$ cat src/rtl/pwr_mode_pkg.sv
// Shared types for the power-managed mode controller.
// Assumes exactly three clock sources in the order primary, secondary, internal.
package pwr_mode_pkg;

    localparam int NUM_SRC = 3;

    typedef enum logic [1:0] {
        SRC_PRI = 2'd0,
        SRC_SEC = 2'd1,
        SRC_INT = 2'd2
    } src_t;

    typedef enum logic [1:0] {
        ST_RUN    = 2'd0,
        ST_IDLE   = 2'd1,
        ST_SLEEP  = 2'd2,
        ST_WAKING = 2'd3
    } state_t;

    // Map the two-bit register field onto a source: 00 primary, 01 secondary, 1x internal.
    function automatic src_t decode_src(input logic [1:0] code);
        if (code[1])
            return SRC_INT;
        else if (code[0])
            return SRC_SEC;
        else
            return SRC_PRI;
    endfunction

endpackage

$ cat src/rtl/osc_ctrl_reg.sv
// Oscillator-control register. Only the idle-enable bit and the two-bit
// source field are implemented; every other bit reads as zero.
// Assumes the idle bit and the source field do not overlap.
module osc_ctrl_reg #(
    parameter int REG_W    = 8,
    parameter int IDLE_BIT = 7,
    parameter int SEL_LSB  = 0
) (
    input  logic             clk,
    input  logic             rst_n,
    input  logic             wr_en,
    input  logic [REG_W-1:0] wdata,
    output logic [REG_W-1:0] rdata,
    output logic             idle_en,
    output logic [1:0]       sel_code
);

    localparam logic [REG_W-1:0] IDLE_MASK = REG_W'(1) << IDLE_BIT;
    localparam logic [REG_W-1:0] SEL_MASK  = REG_W'(3) << SEL_LSB;
    localparam logic [REG_W-1:0] WR_MASK   = IDLE_MASK | SEL_MASK;

    logic [REG_W-1:0] ctrl_q;

    // Capture writes to the implemented bits only.
    always_ff @(posedge clk) begin
        if (!rst_n)
            ctrl_q <= '0;
        else if (wr_en)
            ctrl_q <= wdata & WR_MASK;
    end

    // Expose the fields to the rest of the block.
    always_comb begin
        rdata    = ctrl_q;
        idle_en  = ctrl_q[IDLE_BIT];
        sel_code = ctrl_q[SEL_LSB +: 2];
    end

    AST_WRITE_LANDS: assert property (@(posedge clk) disable iff (!rst_n)
        wr_en |=> (rdata == ($past(wdata) & WR_MASK)));
    AST_NO_WRITE_HOLDS: assert property (@(posedge clk) disable iff (!rst_n)
        !wr_en |=> $stable(rdata));

endmodule

$ cat src/rtl/src_switch.sv
// Active clock-source tracker. It moves to the requested source only when
// that source reports ready, and it holds its choice while frozen (Sleep).
// Assumes ready inputs are already synchronous to clk.
module src_switch
    import pwr_mode_pkg::*;
#(
    parameter int N_SRC = NUM_SRC
) (
    input  logic             clk,
    input  logic             rst_n,
    input  src_t             req_src,
    input  logic [N_SRC-1:0] src_ready,
    input  logic             freeze,
    output src_t             active,
    output logic [N_SRC-1:0] active_oh
);

    src_t active_q;
    logic req_ready;

    // Ready flag of the source the register asks for.
    always_comb req_ready = src_ready[req_src];

    // Take the requested source once it runs, unless frozen.
    always_ff @(posedge clk) begin
        if (!rst_n)
            active_q <= SRC_PRI;
        else if (!freeze && (active_q != req_src) && req_ready)
            active_q <= req_src;
    end

    always_comb active = active_q;

    // One status bit per source.
    for (genvar g = 0; g < N_SRC; g++) begin : g_oh
        assign active_oh[g] = (active_q == src_t'(g));
    end

    AST_SWITCH_NEEDS_READY: assert property (@(posedge clk) disable iff (!rst_n)
        (active != req_src && !req_ready) |=> $stable(active));
    AST_SWITCH_WHEN_READY: assert property (@(posedge clk) disable iff (!rst_n)
        (!freeze && req_ready) |=> (active == $past(req_src)));
    AST_FROZEN_IN_SLEEP: assert property (@(posedge clk) disable iff (!rst_n)
        freeze |=> $stable(active));
    AST_ACTIVE_ONEHOT: assert property (@(posedge clk) disable iff (!rst_n)
        $countones(active_oh) == 1);

endmodule

$ cat src/rtl/mode_fsm.sv
// Run/Idle/Sleep state machine with registered clock enables.
// Sleep exits through a wait state that holds until the target source is ready.
// Assumes sleep_req and wake are single-cycle pulses synchronous to clk.
module mode_fsm
    import pwr_mode_pkg::*;
(
    input  logic   clk,
    input  logic   rst_n,
    input  logic   sleep_req,
    input  logic   wake,
    input  logic   idle_en,
    input  logic   tgt_ready,
    output state_t state,
    output logic   cpu_en,
    output logic   per_en
);

    state_t state_q, state_d;
    logic   cpu_en_q, per_en_q;

    // Next-state decision for each mode.
    always_comb begin
        state_d = state_q;
        unique case (state_q)
            ST_RUN:    if (sleep_req) state_d = idle_en ? ST_IDLE : ST_SLEEP;
            ST_IDLE:   if (wake)      state_d = ST_RUN;
            ST_SLEEP:  if (wake)      state_d = ST_WAKING;
            ST_WAKING: if (tgt_ready) state_d = ST_RUN;
            default:                  state_d = ST_RUN;
        endcase
    end

    // State and enables switch on the same edge, straight from flops.
    always_ff @(posedge clk) begin
        if (!rst_n) begin
            state_q  <= ST_RUN;
            cpu_en_q <= 1'b1;
            per_en_q <= 1'b1;
        end else begin
            state_q  <= state_d;
            cpu_en_q <= (state_d == ST_RUN);
            per_en_q <= (state_d == ST_RUN) || (state_d == ST_IDLE);
        end
    end

    always_comb begin
        state  = state_q;
        cpu_en = cpu_en_q;
        per_en = per_en_q;
    end

    AST_IDLE_ENTRY: assert property (@(posedge clk) disable iff (!rst_n)
        (state == ST_RUN && sleep_req && idle_en) |=> (state == ST_IDLE && !cpu_en && per_en));
    AST_SLEEP_ENTRY: assert property (@(posedge clk) disable iff (!rst_n)
        (state == ST_RUN && sleep_req && !idle_en) |=> (state == ST_SLEEP && !cpu_en && !per_en));
    AST_IDLE_WAKE: assert property (@(posedge clk) disable iff (!rst_n)
        (state == ST_IDLE && wake) |=> (state == ST_RUN && cpu_en && per_en));
    AST_WAKE_WAITS: assert property (@(posedge clk) disable iff (!rst_n)
        (state == ST_WAKING && !tgt_ready) |=> (state == ST_WAKING && !per_en));
    AST_RUN_HOLDS: assert property (@(posedge clk) disable iff (!rst_n)
        (state == ST_RUN && !sleep_req) |=> (state == ST_RUN));
    AST_CPU_NEEDS_PER: assert property (@(posedge clk) disable iff (!rst_n)
        cpu_en |-> per_en);

endmodule

$ cat src/rtl/pwr_mode_ctrl.sv
// Top of the power-managed mode controller. It joins the control register,
// the source tracker and the mode machine, and it drives the mux select,
// the enables and the status outputs.
// Assumes all inputs are synchronous to clk; the clock mux itself is outside this block.
module pwr_mode_ctrl
    import pwr_mode_pkg::*;
#(
    parameter int REG_W    = 8,
    parameter int IDLE_BIT = 7,
    parameter int SEL_LSB  = 0
) (
    input  logic             clk,
    input  logic             rst_n,
    input  logic             reg_wr_en,
    input  logic [REG_W-1:0] reg_wdata,
    output logic [REG_W-1:0] reg_rdata,
    input  logic             sleep_req,
    input  logic             wake,
    input  logic [2:0]       src_ready,
    output logic [1:0]       src_sel,
    output logic [2:0]       src_active,
    output logic [1:0]       mode,
    output logic             cpu_clk_en,
    output logic             per_clk_en
);

    logic       idle_en;
    logic [1:0] sel_code;
    src_t       req_src, active;
    state_t     state;
    logic       tgt_ready;
    logic       freeze;

    osc_ctrl_reg #(
        .REG_W   (REG_W),
        .IDLE_BIT(IDLE_BIT),
        .SEL_LSB (SEL_LSB)
    ) u_reg (
        .clk     (clk),
        .rst_n   (rst_n),
        .wr_en   (reg_wr_en),
        .wdata   (reg_wdata),
        .rdata   (reg_rdata),
        .idle_en (idle_en),
        .sel_code(sel_code)
    );

    // Requested source, its ready flag, and the freeze during full Sleep.
    always_comb begin
        req_src   = decode_src(sel_code);
        tgt_ready = src_ready[req_src];
        freeze    = (state == ST_SLEEP);
    end

    src_switch #(
        .N_SRC(NUM_SRC)
    ) u_switch (
        .clk      (clk),
        .rst_n    (rst_n),
        .req_src  (req_src),
        .src_ready(src_ready),
        .freeze   (freeze),
        .active   (active),
        .active_oh(src_active)
    );

    mode_fsm u_fsm (
        .clk      (clk),
        .rst_n    (rst_n),
        .sleep_req(sleep_req),
        .wake     (wake),
        .idle_en  (idle_en),
        .tgt_ready(tgt_ready),
        .state    (state),
        .cpu_en   (cpu_clk_en),
        .per_en   (per_clk_en)
    );

    // Status encodings for the mux and the mode output.
    always_comb begin
        src_sel = active;
        unique case (state)
            ST_RUN:  mode = 2'b00;
            ST_IDLE: mode = 2'b01;
            default: mode = 2'b10;
        endcase
    end

    AST_RUN_ON_TARGET: assert property (@(posedge clk) disable iff (!rst_n)
        (state == ST_WAKING && tgt_ready) |=> (src_sel == $past(req_src)));
    AST_ENABLES_TRACK_MODE: assert property (@(posedge clk) disable iff (!rst_n)
        $stable(mode) |-> ($stable(cpu_clk_en) && $stable(per_clk_en)));

endmodule

$ cat config.mk
export PLATFORM = sky130hd
export DESIGN_NAME = pwr_mode_ctrl
export DESIGN_NICKNAME = d
export VERILOG_FILES = /design/src/rtl/pwr_mode_pkg.sv /design/src/rtl/osc_ctrl_reg.sv /design/src/rtl/src_switch.sv /design/src/rtl/mode_fsm.sv /design/src/rtl/pwr_mode_ctrl.sv
export SDC_FILE = /design/constraint.sdc
export NUM_CORES = 1
export LEC_CHECK = 0
export BUFFER_PORTS_ARGS = -buffer_cell sky130_fd_sc_hd__buf_2
export CAP_MARGIN = 5
export CORE_AREA = 2 2 39 41
export CTS_CLUSTER_DIAMETER = 120
export DETAILED_ROUTE_END_ITERATION = 7
export DIE_AREA = 0 0 41 43
export GPL_TIMING_DRIVEN = 0
export HOLD_SLACK_MARGIN = 0.08
export PLACE_DENSITY = 0.8
export SYNTH_ARGS = -nofsm -noshare
export SYNTH_HDL_FRONTEND = slang
export SYNTH_SLANG_ARGS = --single-unit
export TNS_END_PERCENT = 30
$ cat constraint.sdc
create_clock -name clk -period 3.4 [get_ports clk]
set_clock_uncertainty 0.05 [all_clocks]
set_input_delay 0.51 -clock clk [delete_from_list [all_inputs] [get_ports clk]]
set_output_delay 0.51 -clock clk [all_outputs]
set_load 0.05 [all_outputs]
==> results of run 1 <==
## metrics by stage
step           utilization, %  std cells  hold slack, ps
4_1_cts                  46.9         99             454
2_1_floorplan               -         57             472
6_report                 46.9         99             457
3_3_place_gp             45.0         95             461
3_5_place_dp             45.0         95             486
5_1_grt                  46.9         99             451
## synth_stat cells, drive strengths merged
master / count / area share [%]
conb: 1 / 0.78
a21boi: 1 / 1.6
dfxtp: 9 / 38
a21oi: 2 / 2.1
nand4: 1 / 1.3
nand2b: 2 / 2.6
o21ai: 4 / 4.2
mux2i: 3 / 6.3
nor2b: 6 / 7.9
o221a: 1 / 2.4
nand2: 3 / 2.4
mux2: 1 / 3.1
clkbuf: 1 / 0.78
a311oi: 1 / 1.8
nor3: 1 / 2.1
buf: 7 / 11
o311a: 1 / 4.5
inv: 3 / 2.4
nor2: 4 / 3.7
nor3b: 1 / 1.6
## flip-flops by register name, summed over array words and instances (netlist names)
name	cells
u_switch.active	2
u_reg.rdata	3
u_fsm.per_en	1
u_fsm.state	2
u_fsm.cpu_en	1
## layout by cell type (no fill, tap or decap), drive strengths merged
cell / n
clkbuf: 5
a311oi: 1
dfxtp: 9
o221a: 1
nor3b: 1
nand2b: 2
conb: 5
nor3: 1
nand2: 3
nor2: 4
inv: 3
mux2i: 3
o21ai: 4
nand4: 1
a21boi: 1
mux2: 1
buf: 29
o311a: 1
a21oi: 2
nor2b: 6
## logic make-up (layout without fill, tap and decap cells)
logic type / Yosys count / in the layout / share of synthesized area [%]
flops: 9 / 9 / 37.7
compound gates: 10 / 10 / 16.5
mux: 4 / 4 / 9.42
buf+inv: 11 / 37 / 14.1
other cells: 1 / 5 / 0.785
simple gates: 18 / 18 / 21.5
## where the power goes
part           leakage, nW  internal (mW)  switching (mW)  total (mW)
logic                0.239         0.0315          0.0687       0.100
registers           0.0743          0.114         0.00854       0.123
clock network       0.0150         0.0454          0.0394      0.0848
## worst max-delay path: stages (launching register included)
cell,delay [ps]
dfxtp_1,450
buf_4,150
buf_2,250
## per-layer routing
metal / GRT usage, % / vias up / share of wire (%)
li1: - / 225 / -
met1: 14.6 / 206 / 39
met2: 17.8 / 28 / 50
met3: 3.14 / 3 / 9.7
met4: 10.0 / 0 / 1.2
met5: 0 / - / 0
## worst min path at each step
| stage | from | end | depth (start not counted) |
|---|---|---|---|
| after floorplan | u_reg.rdata[7] | u_reg.rdata[7] | 2 |
| after global placement | u_switch.active[0] | u_switch.active[0] | 2 |
| after detailed placement | u_switch.active[0] | u_switch.active[0] | 2 |
| after CTS | reg_wdata[0] | u_reg.rdata[0] | 3 |
| after global routing | reg_wdata[0] | u_reg.rdata[0] | 3 |
| final | reg_wdata[7] | u_reg.rdata[7] | 3 |
## cell type report
type,instances,area (um2),area share [%]
plain buffers,8,56.3,8.67
clock buffers,4,26.3,4.05
inverters,3,11.3,1.73
multi-input cells,37,245,37.8
flip-flops and latches,9,180,27.7
well taps,16,20.0,3.08
repair buffers,22,110,17.0
==> metrics.yaml, run 1 <==
status:
  status: "complete, no violations"
sta:
  drv_slew: 0
  rsz0062_at_grt: "false"
  fin_ws_ps: 1730
  period_needed_ps: 1670
  fmax_mhz: 600
  period_share_pct: 49.0
  setup_viol: 0
  setup_tns_ps: 0
  hold_viol_final: 0
floorplanning:
  start_util_pct: 34.5
  die_area_mm2: 0.00176
  die_width_um: 41
  rows: 14
  num_io_pins: 33
  core_mm2: 0.00138
  die_height_um: 43
cells_and_area:
  num_antenna_cells: 0
  fill_cells: 140
  final_area_um2: 649
  syn_to_final_growth_pct: 35.9
  drive_above_1_share_pct: 44.6
  num-nets-final: 100
routing:
  via_count: 462
  wl_per_cell_um: 9.85
  drc: 0
  ant_nets: 0
  drt_wl_total_um: 975
  dr.pass1.iters: 4
  drtIter0Drc: 14
  vias_per_cell: 4.67
grt:
  grt_max_degree: 9
  grtUsageTotal_pct: 12.4
  grt_pass1_vias: 367
  grt_pass1_wl_mm: 1.45
  grt-ovfl-total: 0
  antenna_found_initial: 0
worst_setup_path:
  critical_path_required_ps: 2840
  end_kind: "output pin"
  r2r-end: "u_fsm.cpu_en"
  arrival_ps: 1110
  cp-startpoint: "u_reg.rdata[1]"
  reg2reg_depth: 4
  path_class: "flip-flop to output pin"
  cp-endpoint: "reg_rdata[1]"
  regToRegSetupSlack_ps: 2060
  critPathMaxFanout: 7
  worstReg2RegStart: "u_reg.rdata[0]"
  cp-start-kind: "flip-flop"
power:
  irDropWorstVdd_uv: 206
  power.total_mw: 0.308
  power_density_mw_per_mm2: 474
  power_leakage_nw: 0.328
yosys:
  synth_area_um2: 478
  synth_cell_types: 22
  synth_seq_cells: 9
  syn_avg_cell_area_um2: 9.02
  ys_warn_count: 0
  synthCells: 53
  synth_seq_area_share_pct: 37.7
worst_hold_path:
  hold_path_class: "primary input to flip-flop"
clocking:
  post_cts_buffers: 0
  clk_latency_ps: 260
  cts.sinks: 9
  tritoncts: "yes"
  cts_buffers: 3
  clk_pin_slew_ps: 60
  cts_root_buf: "clkbuf_4"
  cts_resized: 0
  cts_hold_buf: 0
  h-tree-depth: 1
  clk_path_buf_depth: 2
placement:
  pre_cts_ws_ps: 1900
  gp_congestion: 0.718
  postPlaceCellArea_um2: 623
  io_buffers: 22
  place_hpwl_um: 777
job:
  maxCapViolations: 0
Note: power is estimated with default switching activity, not from simulation.
==> run 2: changes to the inputs <==
--- a/config.mk
+++ b/config.mk
@@ -5,6 +5,7 @@
 export SDC_FILE = /design/constraint.sdc
 export NUM_CORES = 1
 export LEC_CHECK = 0
+export ABC_AREA = 1
 export BUFFER_PORTS_ARGS = -buffer_cell sky130_fd_sc_hd__buf_2
 export CAP_MARGIN = 5
 export CORE_AREA = 2 2 39 41
==> constraint.sdc (replaced) <==
create_clock -name clk -period 1.7 [get_ports clk]
set_clock_uncertainty 0.05 [all_clocks]
set_input_delay 0.255 -clock clk [delete_from_list [all_inputs] [get_ports clk]]
set_output_delay 0.255 -clock clk [all_outputs]
set_load 0.05 [all_outputs]
==> metrics.yaml, run 2 <==
status:
  status: "complete, no violations"
worst_setup_path:
  regToRegSetupSlack_ps: 590
  cp_slowest_cell: "dfxtp_1"
  end_kind: "output pin"
  reg2reg_depth: 5
  cp-start-kind: "flip-flop"
  path_cells: "clkbuf_1, buf_2"
  critical_path_required_ps: 1390
  worstReg2RegStart: "u_reg.rdata[1]"
  path_class: "flip-flop to output pin"
  cp-startpoint: "u_fsm.state[1]"
  slowest_delay_ps: 420
  r2r-end: "u_switch.active[0]"
  arrival_ps: 1040
  critPathMaxFanout: 7
yosys:
  synth_commonest_cells: "nand2_1, dfxtp_1, nor2_1"
  ys_warn_count: 0
  ys_top_cells_by_area: "dfxtp_1, buf_4, nand2_1"
  synthCells: 68
  synth_seq_cells: 9
  syn_avg_cell_area_um2: 7.01
  synth_seq_area_share_pct: 37.8
  yosysTopAreaCellShare_pct: 37.8
  synth_edf_count: 0
  async_flop_share_pct: 0
  synth_top_area_cell: "dfxtp_1"
  ys.flop_type: "dfxtp_1"
  synth.most_common_cell: "nand2_1"
  synth_area_um2: 477
  synth_cell_types: 18
power:
  power_density_mw_per_mm2: 1110
  power_leakage_nw: 0.377
  irDropWorstVdd_uv: 442
placement:
  postPlaceCellArea_um2: 622
  gp_congestion: 0.723
  pre_cts_ws_ps: 589
  io_buffers: 22
  place_hpwl_um: 756
grt:
  grt_pass1_vias: 371
  grt_pass1_wl_mm: 1.37
  grt_max_degree: 8
  grt-ovfl-total: 0
  grtUsageTotal_pct: 11.3
  antenna_found_initial: 0
sta:
  setup_tns_ps: 0
  fin_ws_ps: 360
  rsz0062_at_grt: "false"
  hold_ws_ps: 187
  hold_viol_final: 0
  period_needed_ps: 1340
  period_share_pct: 78.8
  drv_slew: 0
  fmax_mhz: 746
  setup_viol: 0
clocking:
  cts_resized: 0
  tritoncts: "yes"
  clk_path_buf_depth: 2
  cts.sinks: 9
  clk_pin_slew_ps: 60
  h-tree-depth: 1
  cts_root_buf: "clkbuf_4"
  post_cts_buffers: 0
  cts_hold_buf: 0
  cts_buffers: 3
  clk_latency_ps: 250
floorplanning:
  core_mm2: 0.00138
  start_util_pct: 34.4
  rows: 14
  num_io_pins: 33
  die_area_mm2: 0.00176
  die_height_um: 43
  die_width_um: 41
worst_hold_path:
  hold_path_depth: 2
  hold_path_class: "primary input to flip-flop"
  hp-start: "rst_n"
  hold_path_end: "u_fsm.per_en"
routing:
  drt_wl_total_um: 870
  drtIter0Drc: 4
  via_count: 468
  vias_per_cell: 4.11
  drc: 0
  ant_nets: 0
  wl_per_cell_um: 7.63
  dr.pass1.iters: 4
cells_and_area:
  multi_input_area_um2: 218
  regArea_um2: 180
  final_area_um2: 648
  layout_commonest_cell: "buf_2"
  syn_to_final_growth_pct: 36.0
  num-nets-final: 115
  fill_cells: 152
  drive_above_1_share_pct: 40.8
  num_antenna_cells: 0
  largest_register_ffs: 3
  final_cell_mix: "buf_2, nand2_1, nor2_1, dfxtp_1, inv_1"
job:
  maxCapViolations: 0
run 2: cell types whose count changed in the layout (fill, tap and decap cells not counted), sizes merged, moves of 2 or more:
cell / delta
nand2: +11
nor2: +6
nand2b: -2
nor2b: -6
inv: +7
nand3: +4
mux2i: -3
run 2: kinds of logic after synthesis:
logic type | after synthesis | share of synthesized area, %
buf+inv | 18 | 19.7
other cells | 1 | 0.787
compound gates | 9 | 9.97
simple gates | 31 | 31.8
flops | 9 | 37.8
run 2: how the worst max path moves through the flow:
stage,end,cells after the start
after detailed placement,u_switch.active[0],5
after floorplan,src_active[2],2
after global placement,u_switch.active[0],5
after CTS,mode[1],2
after global routing,mode[1],2
final,mode[1],2
run 2: metrics by stage:
stage	instances	utilization [%]	total power, mW
5_1_grt	114	46.8	0.764
6_report	114	46.8	0.720
3_3_place_gp	110	44.9	0.563
2_1_floorplan	72	-	0.506
4_1_cts	114	46.8	0.733
3_5_place_dp	110	44.9	0.567
run 2: area by class of cell:
class	instances	area share [%]
multi-input combinational	45	33.6
sequential	9	27.8
timing repair buffer	22	17.0
buffer	8	8.69
inverter	10	5.79
clock buffer	4	4.05
tap	16	3.09
run 2: per-layer routing:
| layer | share of wire, % | track usage, % | vias up |
|---|---|---|---|
| met2 | 48 | 15.9 | 21 |
| li1 | - | - | 258 |
| met1 | 40 | 14.9 | 187 |
| met4 | 1.0 | 6.00 | 0 |
| met5 | 0 | 0 | - |
| met3 | 11 | 3.14 | 2 |
run 2: critical path: cells and delay by family (launching register included):
family   cells  cell delay (ps)
buf+inv      2              360
flops        1              420
run 2: report_power, final:
group | switching [mW] | total (mW) | leakage [nW] | internal [mW]
registers | 0.0184 | 0.255 | 0.0748 | 0.236
clock network | 0.0700 | 0.160 | 0.0150 | 0.0902
logic | 0.225 | 0.305 | 0.287 | 0.0807
